### src/rtl/pirq_pkg.sv
package pirq_pkg;
   // Register offsets; software decodes these, so they are fixed.
   localparam int unsigned OFS_RAW   = 'h10;
   localparam int unsigned OFS_KIND  = 'h11;
   localparam int unsigned OFS_POLHI = 'h12;
   localparam int unsigned OFS_POLLO = 'h13;
   localparam int unsigned OFS_ACK   = 'h14;
   localparam int unsigned OFS_ENSET = 'h15;
   localparam int unsigned OFS_ENCLR = 'h16;
   localparam int unsigned OFS_LATCH = 'h18;
   localparam int unsigned OFS_PEND  = 'h19;
   localparam int unsigned OFS_MAX   = 'h19;

   typedef enum logic [2:0] {
      RSEL_ZERO,
      RSEL_RAW,
      RSEL_KIND,
      RSEL_POLHI,
      RSEL_POLLO,
      RSEL_EN,
      RSEL_LATCH,
      RSEL_PEND
   } rsel_e;
endpackage

### src/rtl/pirq_sync.sv
module pirq_sync #(
   parameter int unsigned WIDTH  = 8,
   parameter int unsigned STAGES = 2
) (
   input  logic             clk,
   input  logic             rst_n,
   input  logic [WIDTH-1:0] d_in,
   output logic [WIDTH-1:0] d_out
);
   localparam int unsigned LAST = STAGES - 1;

   logic [STAGES-1:0][WIDTH-1:0] chain_q;

   generate
      if (STAGES == 1) begin : g_single
         always_ff @(posedge clk or negedge rst_n) begin
            if (!rst_n) chain_q[0] <= '0;
            else        chain_q[0] <= d_in;
         end
      end else begin : g_chain
         always_ff @(posedge clk or negedge rst_n) begin
            if (!rst_n) begin
               chain_q <= '0;
            end else begin
               chain_q[0] <= d_in;
               for (int s = 1; s < int'(STAGES); s++) begin
                  chain_q[s] <= chain_q[s-1];
               end
            end
         end
      end
   endgenerate

   assign d_out = chain_q[LAST];
endmodule

### src/rtl/pirq_detect.sv
module pirq_detect (
   input  logic clk,
   input  logic rst_n,
   input  logic lvl,
   input  logic edge_mode,
   input  logic pol_hi,
   input  logic pol_lo,
   output logic event_o
);
   logic prev_q;
   logic rise, fall, lvl_hit, edge_hit;

   always_ff @(posedge clk or negedge rst_n) begin
      if (!rst_n) prev_q <= 1'b0;
      else        prev_q <= lvl;
   end

   always_comb begin
      rise     = lvl & ~prev_q;
      fall     = ~lvl & prev_q;
      lvl_hit  = (pol_hi & lvl) | (pol_lo & ~lvl);
      edge_hit = (pol_hi & rise) | (pol_lo & fall);
      event_o  = edge_mode ? edge_hit : lvl_hit;
   end
endmodule

### src/rtl/pirq_cfg.sv
module pirq_cfg #(
   parameter int unsigned N_SRC  = 8,
   parameter int unsigned DATA_W = 8,
   parameter int unsigned ADDR_W = 8
) (
   input  logic              clk,
   input  logic              rst_n,
   input  logic [ADDR_W-1:0] bus_addr,
   input  logic [DATA_W-1:0] bus_wdata,
   input  logic              bus_we,
   output logic [N_SRC-1:0]  kind_q,
   output logic [N_SRC-1:0]  polhi_q,
   output logic [N_SRC-1:0]  pollo_q,
   output logic [N_SRC-1:0]  en_q,
   output logic [N_SRC-1:0]  ack_mask
);
   import pirq_pkg::*;

   logic [N_SRC-1:0] wmask;
   assign wmask = bus_wdata[N_SRC-1:0];

   always_ff @(posedge clk or negedge rst_n) begin
      if (!rst_n) begin
         kind_q  <= '0;
         polhi_q <= '0;
         pollo_q <= '0;
         en_q    <= '0;
      end else if (bus_we) begin
         case (bus_addr)
            ADDR_W'(OFS_KIND):  kind_q  <= wmask;
            ADDR_W'(OFS_POLHI): polhi_q <= wmask;
            ADDR_W'(OFS_POLLO): pollo_q <= wmask;
            ADDR_W'(OFS_ENSET): en_q    <= en_q | wmask;
            ADDR_W'(OFS_ENCLR): en_q    <= en_q & ~wmask;
            default: ;
         endcase
      end
   end

   always_comb begin
      ack_mask = '0;
      if (bus_we && (bus_addr == ADDR_W'(OFS_ACK))) ack_mask = wmask;
   end
endmodule

### src/rtl/pirq_ctrl.sv
module pirq_ctrl #(
   parameter int unsigned N_SRC       = 8,
   parameter int unsigned DATA_W      = 8,
   parameter int unsigned ADDR_W      = 8,
   parameter int unsigned SYNC_STAGES = 2
) (
   input  logic              clk,
   input  logic              rst_n,
   input  logic [ADDR_W-1:0] bus_addr,
   input  logic [DATA_W-1:0] bus_wdata,
   input  logic              bus_we,
   output logic [DATA_W-1:0] bus_rdata,
   input  logic [N_SRC-1:0]  src_in,
   output logic              irq_out
);
   import pirq_pkg::*;

   localparam int unsigned MIN_ADDR_W = $clog2(OFS_MAX + 1);

   generate
      if (N_SRC < 1 || N_SRC > DATA_W) begin : g_bad_nsrc
         $error("pirq_ctrl: N_SRC must be in 1..DATA_W");
      end
      if (ADDR_W < MIN_ADDR_W) begin : g_bad_addr
         $error("pirq_ctrl: ADDR_W too narrow for the register offsets");
      end
      if (SYNC_STAGES < 1) begin : g_bad_sync
         $error("pirq_ctrl: SYNC_STAGES must be at least 1");
      end
   endgenerate

   logic [N_SRC-1:0] lvl_s;
   logic [N_SRC-1:0] kind_v, polhi_v, pollo_v, en_q, ack_mask;
   logic [N_SRC-1:0] ev;
   logic [N_SRC-1:0] latch_q;
   logic [N_SRC-1:0] pend;
   rsel_e            rsel;

   pirq_sync #(.WIDTH(N_SRC), .STAGES(SYNC_STAGES)) sync_i (
      .clk   (clk),
      .rst_n (rst_n),
      .d_in  (src_in),
      .d_out (lvl_s)
   );

   pirq_cfg #(.N_SRC(N_SRC), .DATA_W(DATA_W), .ADDR_W(ADDR_W)) cfg_i (
      .clk       (clk),
      .rst_n     (rst_n),
      .bus_addr  (bus_addr),
      .bus_wdata (bus_wdata),
      .bus_we    (bus_we),
      .kind_q    (kind_v),
      .polhi_q   (polhi_v),
      .pollo_q   (pollo_v),
      .en_q      (en_q),
      .ack_mask  (ack_mask)
   );

   generate
      for (genvar i = 0; i < int'(N_SRC); i++) begin : g_src
         pirq_detect det_i (
            .clk       (clk),
            .rst_n     (rst_n),
            .lvl       (lvl_s[i]),
            .edge_mode (kind_v[i]),
            .pol_hi    (polhi_v[i]),
            .pol_lo    (pollo_v[i]),
            .event_o   (ev[i])
         );
      end
   endgenerate

   // New events take precedence over an acknowledge of the same bit.
   always_ff @(posedge clk or negedge rst_n) begin
      if (!rst_n) latch_q <= '0;
      else        latch_q <= (latch_q & ~ack_mask) | ev;
   end

   assign pend    = latch_q & en_q;
   assign irq_out = |pend;

   always_comb begin
      case (bus_addr)
         ADDR_W'(OFS_RAW):   rsel = RSEL_RAW;
         ADDR_W'(OFS_KIND):  rsel = RSEL_KIND;
         ADDR_W'(OFS_POLHI): rsel = RSEL_POLHI;
         ADDR_W'(OFS_POLLO): rsel = RSEL_POLLO;
         ADDR_W'(OFS_ENSET): rsel = RSEL_EN;
         ADDR_W'(OFS_LATCH): rsel = RSEL_LATCH;
         ADDR_W'(OFS_PEND):  rsel = RSEL_PEND;
         default:            rsel = RSEL_ZERO;
      endcase
   end

   always_comb begin
      case (rsel)
         RSEL_RAW:   bus_rdata = DATA_W'(lvl_s);
         RSEL_KIND:  bus_rdata = DATA_W'(kind_v);
         RSEL_POLHI: bus_rdata = DATA_W'(polhi_v);
         RSEL_POLLO: bus_rdata = DATA_W'(pollo_v);
         RSEL_EN:    bus_rdata = DATA_W'(en_q);
         RSEL_LATCH: bus_rdata = DATA_W'(latch_q);
         RSEL_PEND:  bus_rdata = DATA_W'(pend);
         default:    bus_rdata = '0;
      endcase
   end
endmodule

### config.mk
export PLATFORM = sky130hd
export DESIGN_NAME = pirq_ctrl
export DESIGN_NICKNAME = d
export VERILOG_FILES = /design/src/rtl/pirq_pkg.sv /design/src/rtl/pirq_sync.sv /design/src/rtl/pirq_detect.sv /design/src/rtl/pirq_cfg.sv /design/src/rtl/pirq_ctrl.sv
export SDC_FILE = /design/constraint.sdc
export NUM_CORES = 1
export LEC_CHECK = 0
export ABC_AREA = 0
export BUFFER_PORTS_ARGS = -buffer_cell sky130_fd_sc_hd__buf_2
export CAP_MARGIN = 20
export CORE_MARGIN = 5
export CORE_UTILIZATION = 30
export CTS_CLUSTER_DIAMETER = 60
export CTS_CLUSTER_SIZE = 20
export DETAILED_ROUTE_END_ITERATION = 8
export PLACE_DENSITY = 0.49
export SETUP_SLACK_MARGIN = 0.15
export SYNTH_ARGS = -nofsm -noshare
export SYNTH_HDL_FRONTEND = slang
export SYNTH_HIERARCHICAL = 1
export SYNTH_SLANG_ARGS = --single-unit
### constraint.sdc
create_clock -name clk -period 1.6 [get_ports clk]
set_input_delay 0 -clock clk [delete_from_list [all_inputs] [get_ports clk]]
set_output_delay 0 -clock clk [all_outputs]
set_load 0.05 [all_outputs]
==> flow_metrics.py, run 1 <==
metrics = {
    "status": {
        "status": "finished, violations left",
        "violations": "setup timing",
    },
    "timing": {
        "slew_viol_final": 0,
        "finalHoldViolCount": 0,
        "fin_skew_ns": 0.00493,
        "setup_viol": 2,
        "min_period_ns": 1.62,
        "max_freq_mhz": 617,
        "finalCritPeriodShare": 1.01,
        "final.setup.tns_ns": -0.0306,
        "rsz0062_at_grt": "true",
        "maxSlewHeadroom": 0.725,
        "fin_ws_ns": -0.0194,
        "tightest_slew_ns": 0.411,
    },
    "synthesis": {
        "synth_area_per_cell_um2": 11.0,
        "netlist_area_um2": 3270,
        "yosys.area_share.simple": 0.149,
        "ys_seq_area_frac": 0.489,
        "synth_commonest_cells": "64 x dfrtp_1, 25 x inv_1, 24 x mux2_2",
        "synth-compound-area-share": 0.162,
        "synth.area.mux_share": 0.120,
        "synth_top_family_by_area": "compound AO/OA/AOI/OAI gates",
        "synthXorXnorAreaFrac": 0,
        "synth_warnings": 6,
        "yosysUniqueCellTypes": 46,
        "yosysMostFrequentCell": "dfrtp_1",
        "async_flop_share": 1.00,
        "netlist_top_cells_area": "dfrtp_1 49%, mux2_2 8.3%, mux2i_1 3.4%",
        "ys.flop_type": "dfrtp_1",
        "synth_top_area_share": 0.489,
        "yosysTopAreaCell": "dfrtp_1",
        "ys_seq_elements": 64,
        "synth_edf_count": 0,
        "synth_fa_ha_area_frac": 0,
        "syn_inst": 297,
        "synth_nets": 324,
    },
    "detailed_routing": {
        "drt_pass1_iterations": 4,
        "viasPerCell": 4.86,
        "vias": 2496,
        "drtIter0Drc": 93,
        "drt.antenna.violating_nets": 0,
        "drt-wirelength-per-cell_um": 16.2,
        "drcViolationCount": 0,
        "routed_wl_um": 8310,
    },
    "floorplan": {
        "die_y_um": 114,
        "start_util": 0.305,
        "coreArea_um2": 10700,
        "rows": 38,
        "ioPinCount": 36,
        "die_w_um": 114,
        "die_area_um2": 13100,
    },
    "worst_setup_path": {
        "timing.critical_path.fanout_max": 2,
        "worstSetupPathType": "reg -> out",
        "startpoint_type": "flip-flop",
        "crit_required_ns": 1.60,
        "worst-endpoint-arrival_ns": 1.62,
        "crit_path_end_kind": "output port",
    },
    "global_routing": {
        "grt_pass1_vias": 2455,
        "grt_pass1_wl_um": 13000,
        "overflow": 0,
        "track_usage": 0.131,
        "grt_max_degree": 65,
        "antenna_found_initial": 0,
    },
    "placed_design": {
        "io_buffers": 35,
        "dp_cells": 473,
        "gp_congestion": 0.771,
        "hpwl_um": 5440,
        "place_ws_ns": -0.205,
        "placed_area_um2": 3780,
    },
    "power_and_ir_drop": {
        "p_per_area_nw_per_um2": 890,
        "power.leakage_nw": 1.93,
        "max-vdd-ir-drop_mv": 0.358,
    },
    "cts": {
        "ctsLongestPathBuffers": 2,
        "clock_latency_ns": 0.35,
        "cts_tree": "yes",
        "htreeDepth": 3,
        "cts_sinks": 64,
        "clk_pin_slew_ns": 0.07,
        "root_buffer": "clkbuf_8",
        "cts_buffers": 9,
    },
    "cells_and_area": {
        "final_layout_size_suffix_gt1_frac": 0.409,
        "area_delta_synth_final_pct": 36.3,
        "diodes": 0,
        "stdcell_area_um2": 4460,
        "fin_nets": 397,
        "fin_cells": 514,
    },
    "job": {
        "cap_violations": 0,
    },
    "worst_hold_path": {
        "hp-class": "in -> reg",
    },
}
[final timing paths]
path	from	end	slack, ns	depth (start not counted)
setup / recovery	cfg_i/kind_q[7]$_DFFE_PN0P_	bus_rdata[7]	-0.02	5
hold / removal	bus_addr[0]	flip-flop	0.15	4
setup reg to reg	cfg_i/pollo_q[6]$_DFFE_PN0P_	latch_q[6]$_DFF_PN0_	0.53	4
hold reg to reg	sync_i/chain_q[1]$_DFF_PN0_	sync_i/d_out[1]$_DFF_PN0_	0.35	0
max in group asynchronous	rst_n	latch_q[3]$_DFF_PN0_	1.11	3
min in group asynchronous	rst_n	sync_i/chain_q[1]$_DFF_PN0_	0.19	3
[routing by layer]
metal / up-vias / GRT usage / share of wire
met5: - / 0 / 0
met4: 0 / 0.0515 / 0.017
met3: 15 / 0.0344 / 0.042
met2: 44 / 0.203 / 0.45
met1: 1223 / 0.174 / 0.49
li1: 1214 / - / -
[what timing repair did]
item	CTS	global route
gates cloned	0	1
resized for setup	46	14
pin swaps	29	7
endpoints found under the setup margin	10	20
buffers inserted	5	3
hold buffers	17	0
hold endpoints to repair	104	0
[cell families after synthesis]
| family | after synthesis |
|---|---|
| AO/OA/AOI/OAI | 77 |
| AND/OR/NAND/NOR | 75 |
| flip-flops | 64 |
| buffers and inverters | 45 |
| multiplexers | 36 |
[where the power goes]
part / switching, mW / leakage, nW / internal, mW
clock: 0.632 / 0.108 / 0.833
combinational: 0.263 / 1.05 / 0.298
sequential: 0.176 / 0.764 / 1.77
total: 1.07 / 1.93 / 2.90
[stage by stage]
step	util	power, mW	hold WS [ns]
finish	0.415	3.97	0.150
detailed placement	0.352	2.39	0.0472
global route	0.415	4.17	0.167
global placement	0.352	2.38	0.0464
floorplan	-	2.21	-0.296
CTS	0.407	3.98	0.143
[critical path: stages, from the launching register on]
cell	delay [ns]
dfrtp_1	0.38
mux2_4	0.28
a21oi_2	0.13
o21ai_1	0.07
a22o_2	0.26
buf_8	0.15
[final cells by class]
class / count / area [µm²]
fillers: 1076 / 6280
multi-input cells: 189 / 1690
flip-flops and latches: 64 / 1610
repair buffers: 81 / 696
well taps: 140 / 175
clock buffers: 12 / 165
inverters: 25 / 93.8
clock inverters: 3 / 40.0
[layout by cell type, fill, tap and decap left out, types with 4 or more instances in the layout]
master / n
dlygate4sd3_1: 17
mux2_2: 17
nand2_1: 17
o22ai_4: 5
o211ai_1: 8
buf_4: 21
a21o_1: 8
buf_6: 14
o21ai_0: 16
inv_1: 25
mux2i_1: 11
a21oi_2: 6
nor2b_1: 10
o21ai_1: 6
dfrtp_1: 61
nor2_1: 4
a32o_1: 8
clkbuf_8: 12
nor3_2: 8
nand2b_1: 10
buf_2: 24
mux2_4: 8
a21oi_4: 5
nand3b_1: 6
No activity file was read; power rests on OpenSTA's default activity.
==> run 2: changes to the inputs <==
- GPL_ROUTABILITY_DRIVEN: default -> 0
- clock period: 1.6 -> 1.8 ns (I/O delays scaled with it)
==> run 2 against run 1 <==
  * Count of clock-buffer cells in the layout down 1
  * Via count shrank 1.4%
  * The flow now finishes without violations
  * Critical path depth is the same
  * Final cell count is 0.58% lower
  * Sequential share of layout area grew 2.1 points
==> flow_metrics.py, run 2 (synthesis gave the netlist of run 1 again) <==
metrics = {
    "timing": {
        "tightest_slew_ns": 0.685,
        "maxSlewHeadroom": 0.544,
        "fin_skew_ns": 0.00823,
        "fin_ws_ns": 0.147,
        "min_period_ns": 1.65,
        "finalCritPeriodShare": 0.918,
        "rsz0062_at_grt": "true",
        "slew_viol_final": 0,
        "finalHoldViolCount": 0,
        "setup_viol": 0,
        "max_freq_mhz": 605,
    },
    "worst_setup_path": {
        "r2r-end": "latch_q[2]$_DFF_PN0_",
        "reg2reg_depth": 3,
        "worstSetupPathType": "reg -> out",
        "worst-endpoint-arrival_ns": 1.65,
        "r2r-start": "sync_i/d_out[2]$_DFF_PN0_",
        "timing.critical_path.fanout_max": 4,
        "crit_required_ns": 1.80,
        "crit_path_end_kind": "output port",
        "startpoint_type": "flip-flop",
        "reg2reg_setup_slack_ns": 0.78,
    },
    "global_routing": {
        "track_usage": 0.135,
        "overflow": 0,
        "grt_pass1_wl_um": 13500,
        "grt_max_degree": 29,
        "antenna_found_initial": 0,
        "grt_pass1_vias": 2561,
    },
    "detailed_routing": {
        "drcViolationCount": 0,
        "drt_pass1_iterations": 4,
        "drt.antenna.violating_nets": 0,
        "vias": 2462,
        "drt-wirelength-per-cell_um": 16.2,
        "viasPerCell": 4.82,
        "drtIter0Drc": 109,
        "routed_wl_um": 8290,
    },
    "cells_and_area": {
        "regArea_um2": 1600,
        "diodes": 0,
        "fin_nets": 393,
        "final_core_util": 0.391,
        "area_delta_synth_final_pct": 28.4,
        "final_common_cell": "dfrtp_1",
        "multiInputGateArea_um2": 1520,
        "fin_cells": 511,
        "final_layout_size_suffix_gt1_frac": 0.353,
        "mostFrequentLayoutCells": "64 x dfrtp_1, 26 x buf_2, 25 x inv_1",
        "stdcell_area_um2": 4200,
        "fillers": 1114,
    },
    "placed_design": {
        "place_ws_ns": 0.00775,
        "placed_area_um2": 3720,
        "hpwl_um": 5760,
        "io_buffers": 35,
        "dp_cells": 475,
    },
    "power_and_ir_drop": {
        "p_per_area_nw_per_um2": 807,
        "power.leakage_nw": 1.87,
        "total_power_mw": 3.39,
        "max-vdd-ir-drop_mv": 0.352,
    },
    "cts": {
        "clk_pin_slew_ns": 0.07,
        "cts_tree": "yes",
        "ctsLongestPathBuffers": 2,
        "htreeDepth": 3,
        "cts_sinks": 64,
        "cts_buffers": 9,
        "root_buffer": "clkbuf_8",
        "clock_latency_ns": 0.34,
    },
    "floorplan": {
        "rows": 38,
        "die_y_um": 114,
        "start_util": 0.305,
        "die_area_um2": 13100,
        "die_w_um": 114,
        "coreArea_um2": 10700,
        "ioPinCount": 36,
    },
    "job": {
        "cap_violations": 0,
    },
    "status": {
        "status": "finished clean",
    },
    "worst_hold_path": {
        "min_path_cells": 3,
        "hp-class": "in -> reg",
        "min-delay-start": "bus_addr[0]",
    },
}
==> run 2: changes by cell type in the layout (fill, tap and decap cells not counted), moves of 4 or more <==
cell     before  now
mux2_4        8    1
o22ai_2       0    5
a21oi_4       5    0
a21oi_2       6    2
mux2_2       17   24
o22ai_4       5    0
a21oi_1       0    9
buf_6        14    9
==> run 2: critical path, stage by stage (launching register included) <==
cell	delay (ns)
dfrtp_1	0.41
mux2_4	0.29
a21oi_2	0.14
o21ai_1	0.07
a22o_1	0.26
buf_6	0.16
==> run 2: repair_timing <==
item | CTS | global route
pin swaps | 6 | 8
gates resized for setup | 17 | 10
hold buffers | 18 | 0
setup endpoints to repair | 8 | 8
setup buffers | 2 | 0
hold endpoints to repair | 65 | 0
==> run 2: power by group <==
part	internal (mW)	leakage (nW)	switching, mW
combinational	0.228	1.01	0.215
clock	0.676	0.0993	0.575
sequential	1.57	0.766	0.130
==> run 2: metal layers <==
| layer | global-route usage | share of wire | vias to the layer above |
|---|---|---|---|
| met5 | 0 | 0 | - |
| met4 | 0.0372 | 0.013 | 0 |
| met3 | 0.0418 | 0.045 | 8 |
| met2 | 0.210 | 0.47 | 55 |
| met1 | 0.181 | 0.47 | 1194 |
| li1 | - | - | 1205 |
==> run 2: worst max-delay path by stage <==
stage	startpoint	endpoint	depth (start not counted)
4_1_cts	sync_i/d_out[1]$_DFF_PN0_	bus_rdata[1]	5
5_1_grt	sync_i/d_out[1]$_DFF_PN0_	bus_rdata[1]	5
6_report	cfg_i/kind_q[7]$_DFFE_PN0P_	bus_rdata[7]	5
3_3_place_gp	bus_addr[5]	latch_q[7]$_DFF_PN0_	6
2_1_floorplan	bus_addr[5]	latch_q[1]$_DFF_PN0_	8
3_5_place_dp	bus_addr[5]	latch_q[7]$_DFF_PN0_	6
==> run 2: stage by stage <==
stage               hold WS, ns  setup TNS, ns
global route             0.0470              0
floorplan                -0.296         -0.123
detailed placement       0.0895              0
finish                   0.0404              0
global placement         0.0698              0
CTS                      0.0186              0
==> run 2: layout make-up <==
class / count / area share
multi-input combinational: 188 / 0.362
timing repair buffer: 78 / 0.146
sequential: 64 / 0.381
tap: 140 / 0.0417
clock inverter: 5 / 0.0134
clock buffer: 11 / 0.0336
inverter: 25 / 0.0223
